==> config.mk <==
export PLATFORM = sky130hd
export DESIGN_NAME = busy_arb_gate
export DESIGN_NICKNAME = d
export VERILOG_FILES = /design/src/rtl/busy_arb_pkg.sv /design/src/rtl/busy_phase_decode.sv /design/src/rtl/busy_in_stage.sv /design/src/rtl/busy_arb_core.sv /design/src/rtl/busy_arb_gate.sv
export SDC_FILE = /design/constraint.sdc
export NUM_CORES = 1
export LEC_CHECK = 0
export ABC_AREA = 1
export ABC_CLOCK_PERIOD_IN_PS = 800
export BUFFER_PORTS_ARGS = -buffer_cell sky130_fd_sc_hd__buf_4
export CAP_MARGIN = 20
export CORE_AREA = 3 3 40 42
export CTS_CLUSTER_DIAMETER = 80
export DETAILED_ROUTE_END_ITERATION = 8
export DIE_AREA = 0 0 43 45
export GPL_TIMING_DRIVEN = 0
export SYNTH_ARGS = -nofsm -noshare
export SYNTH_HDL_FRONTEND = slang
export SYNTH_SLANG_ARGS = --single-unit
==> constraint.sdc <==
create_clock -name clk -period 0.8 [get_ports clk]
set_clock_uncertainty 0.1 [all_clocks]
set_input_delay 0 -clock clk [delete_from_list [all_inputs] [get_ports clk]]
set_output_delay 0 -clock clk [all_outputs]
set_load 0.01 [all_outputs]
==> src/rtl/busy_arb_pkg.sv <==
package busy_arb_pkg;

    // Registered state of the arbiter core.
    typedef struct packed {
        logic arb_busy;      // arbitration copy of busy
        logic stat_busy;     // status copy of busy
        logic armed;         // request allowed until next cycle end
        logic own;           // internal buses in use
        logic req;           // bus request
        logic grant_prev_n;  // grant_n seen at previous edge
    } arb_state_t;

    localparam arb_state_t ARB_RESET = '{
        arb_busy:     1'b0,
        stat_busy:    1'b0,
        armed:        1'b1,
        own:          1'b0,
        req:          1'b0,
        grant_prev_n: 1'b1
    };

endpackage

==> src/rtl/busy_phase_decode.sv <==
// Decodes the two timing code bits into the early and late phase strobes.
module busy_phase_decode #(
    parameter logic EARLY_A = 1'b1,
    parameter logic EARLY_B = 1'b0
) (
    input  logic phase_a,
    input  logic phase_b,
    output logic strobe_early,
    output logic strobe_late
);
    // The late phase uses the complementary code of the early phase.
    localparam logic LATE_A = ~EARLY_A;
    localparam logic LATE_B = ~EARLY_B;

    always_comb begin
        strobe_early = (phase_a == EARLY_A) && (phase_b == EARLY_B);
        strobe_late  = (phase_a == LATE_A)  && (phase_b == LATE_B);
    end
endmodule

==> src/rtl/busy_in_stage.sv <==
// Optional input register for the busy input. When it is in use it holds
// through the early phase, so a source asynchronous to the bus sees a stable
// capture window.
module busy_in_stage #(
    parameter bit IN_REG = 1'b0
) (
    input  logic clk,
    input  logic rst_n,
    input  logic busy_in,
    input  logic hold,
    output logic busy_out
);
    logic hold_d, hold_q;

    always_comb begin
        hold_d = hold ? hold_q : busy_in;
    end

    always_ff @(posedge clk) begin
        if (!rst_n) hold_q <= 1'b0;
        else        hold_q <= hold_d;
    end

    generate
        if (IN_REG) begin : g_reg
            assign busy_out = hold_q;
        end else begin : g_pass
            // The register is present but unused on this path.
            logic unused_q;
            assign unused_q = hold_q;
            assign busy_out = busy_in;
        end
    endgenerate
endmodule

==> src/rtl/busy_arb_core.sv <==
// Two cascaded busy captures with gated load, bus request and cycle ownership.
module busy_arb_core
    import busy_arb_pkg::*;
(
    input  logic clk,
    input  logic rst_n,
    input  logic busy_s,
    input  logic grant_n,
    input  logic attached,
    input  logic strobe_early,
    input  logic strobe_late,
    output logic bus_req,
    output logic bus_own,
    output logic arb_busy,
    output logic stat_busy
);
    arb_state_t st_d, st_q;

    logic open_arb;    // arbitration copy transparent
    logic open_stat;   // status copy transparent
    logic cyc_start;
    logic cyc_end;

    always_comb begin
        st_d = st_q;

        // The arbitration copy may only change while granted, while
        // detached, or late in the cycle.
        open_arb  = !grant_n || !attached || strobe_late;
        // The status copy follows the arbitration copy early in the cycle.
        open_stat = strobe_early || !attached;

        // A cycle starts on the falling edge of the grant, and only
        // when the arbitration copy is clear.
        cyc_start = st_q.grant_prev_n && !grant_n && !st_q.arb_busy && !st_q.own;
        cyc_end   = st_q.own && grant_n;

        if (open_arb)  st_d.arb_busy  = busy_s;
        if (open_stat) st_d.stat_busy = st_q.arb_busy;

        // After a cycle ends the request stays down until busy has been
        // evaluated again as clear.
        if (cyc_end)                   st_d.armed = 1'b0;
        else if (open_arb && !busy_s)  st_d.armed = 1'b1;

        if (cyc_start)    st_d.own = 1'b1;
        else if (grant_n) st_d.own = 1'b0;

        st_d.req          = st_d.armed && !st_d.arb_busy;
        st_d.grant_prev_n = grant_n;
    end

    always_ff @(posedge clk) begin
        if (!rst_n) st_q <= ARB_RESET;
        else        st_q <= st_d;
    end

    assign bus_req   = st_q.req;
    assign bus_own   = st_q.own;
    assign arb_busy  = st_q.arb_busy;
    assign stat_busy = st_q.stat_busy;
endmodule

==> src/rtl/busy_arb_gate.sv <==
module busy_arb_gate #(
    parameter bit IN_REG = 1'b0
) (
    input  logic clk,
    input  logic rst_n,
    input  logic busy_in,
    input  logic grant_n,
    input  logic attached,
    input  logic phase_a,
    input  logic phase_b,
    output logic bus_req,
    output logic bus_own,
    output logic arb_busy,
    output logic stat_busy
);
    logic strobe_early;
    logic strobe_late;
    logic busy_s;

    busy_phase_decode i_phase (
        .phase_a      (phase_a),
        .phase_b      (phase_b),
        .strobe_early (strobe_early),
        .strobe_late  (strobe_late)
    );

    busy_in_stage #(.IN_REG(IN_REG)) i_in (
        .clk      (clk),
        .rst_n    (rst_n),
        .busy_in  (busy_in),
        .hold     (strobe_early),
        .busy_out (busy_s)
    );

    busy_arb_core i_core (
        .clk          (clk),
        .rst_n        (rst_n),
        .busy_s       (busy_s),
        .grant_n      (grant_n),
        .attached     (attached),
        .strobe_early (strobe_early),
        .strobe_late  (strobe_late),
        .bus_req      (bus_req),
        .bus_own      (bus_own),
        .arb_busy     (arb_busy),
        .stat_busy    (stat_busy)
    );
endmodule

Yosys cells after proc, flatten, opt, wreduce, memory -nomap -nowiden

Cells that the tools add are included.
W data, S select, Z words.

Muxes and demuxes: 5
Bitwise logic cells: 2
Reduce and logical (&&, ||, !) cells: 18

Operators by type and width:

| kind                | number |
|---|---|
| $logic_and A1 B1 Y1 | 8 |
| $logic_not A1 Y1    | 6 |
| $mux W1             | 5 |
| $logic_or A1 B1 Y1  | 3 |
| $not A1 Y1          | 2 |
| $reduce_bool A2 Y1  | 1 |

Output and inout bits: 4
Register bits after elaboration: 6
Word-level logic and storage cells: 31
Input bits: 7

Depth between registers and ports, before layout

Depth after elaboration: 7
Gate-level depth with buffers: 7

Cells and area by module

A second synthesis with hierarchy kept.

Cells, all modules: 34
Area total of the unflattened synthesis: 244.0 um^2

Modules (own cells, without submodules):

| module            | area an instance (um^2) | cells each | instances |
|---|---|---|---|
| busy_arb_core     | 221.5                   | 29         | 1 |
| busy_phase_decode | 15.0                    | 4          | 1 |
| busy_in_stage     | 7.5                     | 1          | 1 |

Worst setup path before layout

Ideal clock, no wire load.

Kind: register -> register
Start: register i_core.st_q (netlist bit i_core.arb_busy)
End: register i_core.st_q (netlist bit i_core.bus_own)
Cell stages (with the launch flop): 4
Clock period less this slack: 821 ps
Slack: -21 ps
Data required time: 586 ps
Data arrival time: 607 ps
Cells stage by stage: dfxtp_1 > inv_1 > a21oi_1 > nor2_2

Cells in the longest elaborated chain, start to end: 4

Ends and longest elaborated chain:

| what                                          | line                | RTL |
|---|---|---|
| from (decl)                                   | busy_arb_core.sv:17 | `arb_state_t st_d, st_q;` |
| from (signal assigned)                        | busy_arb_core.sv:55 | `else st_q <= st_d;` |
| $logic_not A1 Y1 (*)                          | busy_arb_core.sv:35 | `cyc_start = st_q.grant_prev_n && !grant_n && !st_q.arb_busy && !st_q.own;` |
| $logic_and A1 B1 Y1 (*) (2 in a row)          | busy_arb_core.sv:35 |  |
| $mux W1 or $reduce_bool A2 Y1 (tied branches) | n/a                 |  |

Every way passes the cells marked *; elsewhere a longest branch is shown, timed or not.
A chain may end at the register's enable or synchronous reset.

Worst setup path after layout

Start: register i_core.st_q (netlist bit i_core.arb_busy)
End: output port arb_busy

RTL lines:

| what      | line                | RTL |
|---|---|---|
| to (decl) | busy_arb_gate.sv:13 | `output logic arb_busy,` |

No word-level cell between the ends.

==> summary.txt <==
Setup path
  – Reg2reg setup slack: approximately 0.010 ns
  – Worst-path fanout max: 3
  – CP arrival: ~0.7 ns
  – Critical Path Source Type: flop
  – Critical path cell sequence: buf_6
  – Critical Path RT: around 0.70 ns
  – Slowest CP cell: dfxtp_2
  – Critical path's top delay family: flip-flops
  – Crit path kind: flop to output port
  – Max incr delay on CP: approximately 0.35 ns
  – Crit path buffers/inverters: 1
  – Setup crit end kind: output port

Place
  – Post-DP Area: between 300 and 400 um2
  – IO buf count: 10
  – Placer Congestion: 0.730
  – Detailed placer's ending HPWL: 394 um

CTS
  – Cts bufs inserted: 3
  – Clk_lat worst skew: 0.24 ns
  – Root Driver: clkbuf_4
  – Clock net sink count: 6
  – Setup Fix Bufs, Post-CTS: 0
  – Reg clk slew, reported paths: ~0.050 ns
  – TritonCTS clock tree: done
  – CTS HTree Levels: 1
  – CTS max path bufs: 2

Synth
  – Synth Net Count: 39
  – Synth Area per Inst: 7.51 um2
  – Synth cell types: 13
  – #FFs+latches synth: 6
  – Mapped cell area: approximately 240 um2
  – Synth Instances: 32
  – Yosys warns: 0
  – Post-synthesis sequential area ratio: 0.500

Floorplanning
  – Ports: 11
  – Initial Util: 0.187
  – Chip height: 45 um
  – Rows: 13
  – Chip width: roughly 43 um
  – Die area: roughly 1900 um2
  – Core Box Area: roughly 1300 um2

Final layout
  – Final #Nets: 54
  – Share of cells above drive strength 1: 0.644
  – Design area: approximately 390 um2
  – Most frequent cells in the layout: nand2_1, buf_4, inv_2
  – Layout overhead on the synthesized area: 62.5%
  – Ant diodes: 0

Routing
  – DRT Pass-1 Iters: 2
  – DRC: 0
  – Drt first-iter violations: 2
  – DRT antenna net count: 0
  – Via/cell ratio: between 4 and 5
  – Total number of vias: 242
  – Total wire length: between 500 and 600 um
  – WL/cell: roughly 8.7 um

Hold path
  – Hold WC Path Type: primary input to flop

Global routing
  – First-pass GRT wire length: around 830 um
  – Gr usage total: 0.0643
  – GRT overflow: 0
  – Vias in the first global route: 236
  – Initial antenna violation count: 0
  – Largest net degree at the start of global routing: 5

STA
  – Fin. Hold Viols: 6
  – Final worst path period need: approximately 0.80 ns
  – Max Fclk: roughly 1200 MHz
  – Relative slew slack: 0.889
  – Hold WS: -0.131 ns
  – Final worst slack: -0.00464 ns
  – Pins Over Slew Limit: 0
  – Fin crit share: 1.01
  – Slew @ Worst Pin: 0.166 ns
  – RSZ-0062 raised after global routing: true
  – Final setup vio count: 1

Outcome
  – Violated checks: hold timing, setup timing
  – Status: finished with violations

Pwr
  – Total Power: between 0.7 and 0.8 mW
  – Leakage: roughly 0.19 nW
  – Power per cell area: approximately 1900 nW/um2
  – VDD IR max: around 0.63 mV

Flow run
  – Max cap viols: 0
-- final cells by class --
type | instances | area (um2)
multi-input combinational | 20 | 116
inverter | 6 | 22.5
timing repair buffer | 10 | 86.3
clock buffer | 3 | 22.5
fill | 144 | 895
tap | 15 | 18.8
sequential | 6 | 124
-- cells by family (layout without fill, tap and decap cells) --
kind of cell,Yosys count,after routing,synth area share
compound gates,4,4,0.0833
simple gates,16,16,0.323
flops,6,6,0.500
buf+inv,6,19,0.0937
-- synth_stat cells --
cell / number / share of area
a21oi_1: 2 / 0.042
inv_1: 2 / 0.031
or2_4: 1 / 0.036
clkinv_1: 1 / 0.016
and2_1: 1 / 0.026
inv_2: 3 / 0.047
dfxtp_1: 6 / 0.50
nand2_2: 2 / 0.052
o21ai_1: 2 / 0.042
nor2_1: 2 / 0.031
nand3_1: 2 / 0.042
nand2_1: 7 / 0.11
nor2_2: 1 / 0.026
-- registers in the layout, indices dropped and copies added, names as in the netlist --
name / count
i_core.arb_busy: 1
i_core.bus_req: 1
i_core.bus_own: 1
i_core.stat_busy: 1
i_core.st_q: 2
-- routing by layer --
| metal | share of wire | global-route usage | wire (um) | vias to the layer above |
|---|---|---|---|---|
| li1 | - | - | - | 123 |
| met1 | 0.38 | 0.0560 | 199 | 109 |
| met2 | 0.50 | 0.0928 | 258 | 8 |
| met3 | 0.11 | 0.0438 | 55 | 2 |
| met4 | 0.0096 | 0.0723 | 5 | 0 |
| met5 | 0 | 0 | 0 | - |
-- timing repair --
action,in CTS,in global routing
hold endpoints to repair,6,6
resized for setup,3,8
pin swaps,0,2
setup endpoints to repair,2,6
-- through the flow --
step / worst slack [ns] / util / hold slack [ns] / std cells / TNS [ns]
floorplan: 0.0257 / - / -0.0311 / 32 / 0
global placement: 0.0273 / 0.261 / 0.107 / 57 / 0
detailed placement: 0.0301 / 0.261 / 0.111 / 57 / 0
CTS: 0.000896 / 0.285 / -0.143 / 60 / 0
global route: -0.0247 / 0.304 / -0.118 / 60 / -0.0605
finish: -0.00464 / 0.304 / -0.131 / 60 / -0.00464
-- power by group --
group	switching (mW)	internal, mW	leakage [nW]
Clock	0.107	0.170	0.0138
Combinational	0.0537	0.0693	0.126
Sequential	0.0123	0.321	0.0507
Total	0.173	0.560	0.190
-- worst paths after layout --
check	start	cells past startpoint	endpoint
max	i_core.arb_busy	1	arb_busy
min	rst_n	2	i_core.st_q[3]
max reg2reg	i_core.arb_busy	3	i_core.stat_busy
min reg2reg	i_core.st_q[0]	2	i_core.bus_own
Power figures use the tool's default switching activity.
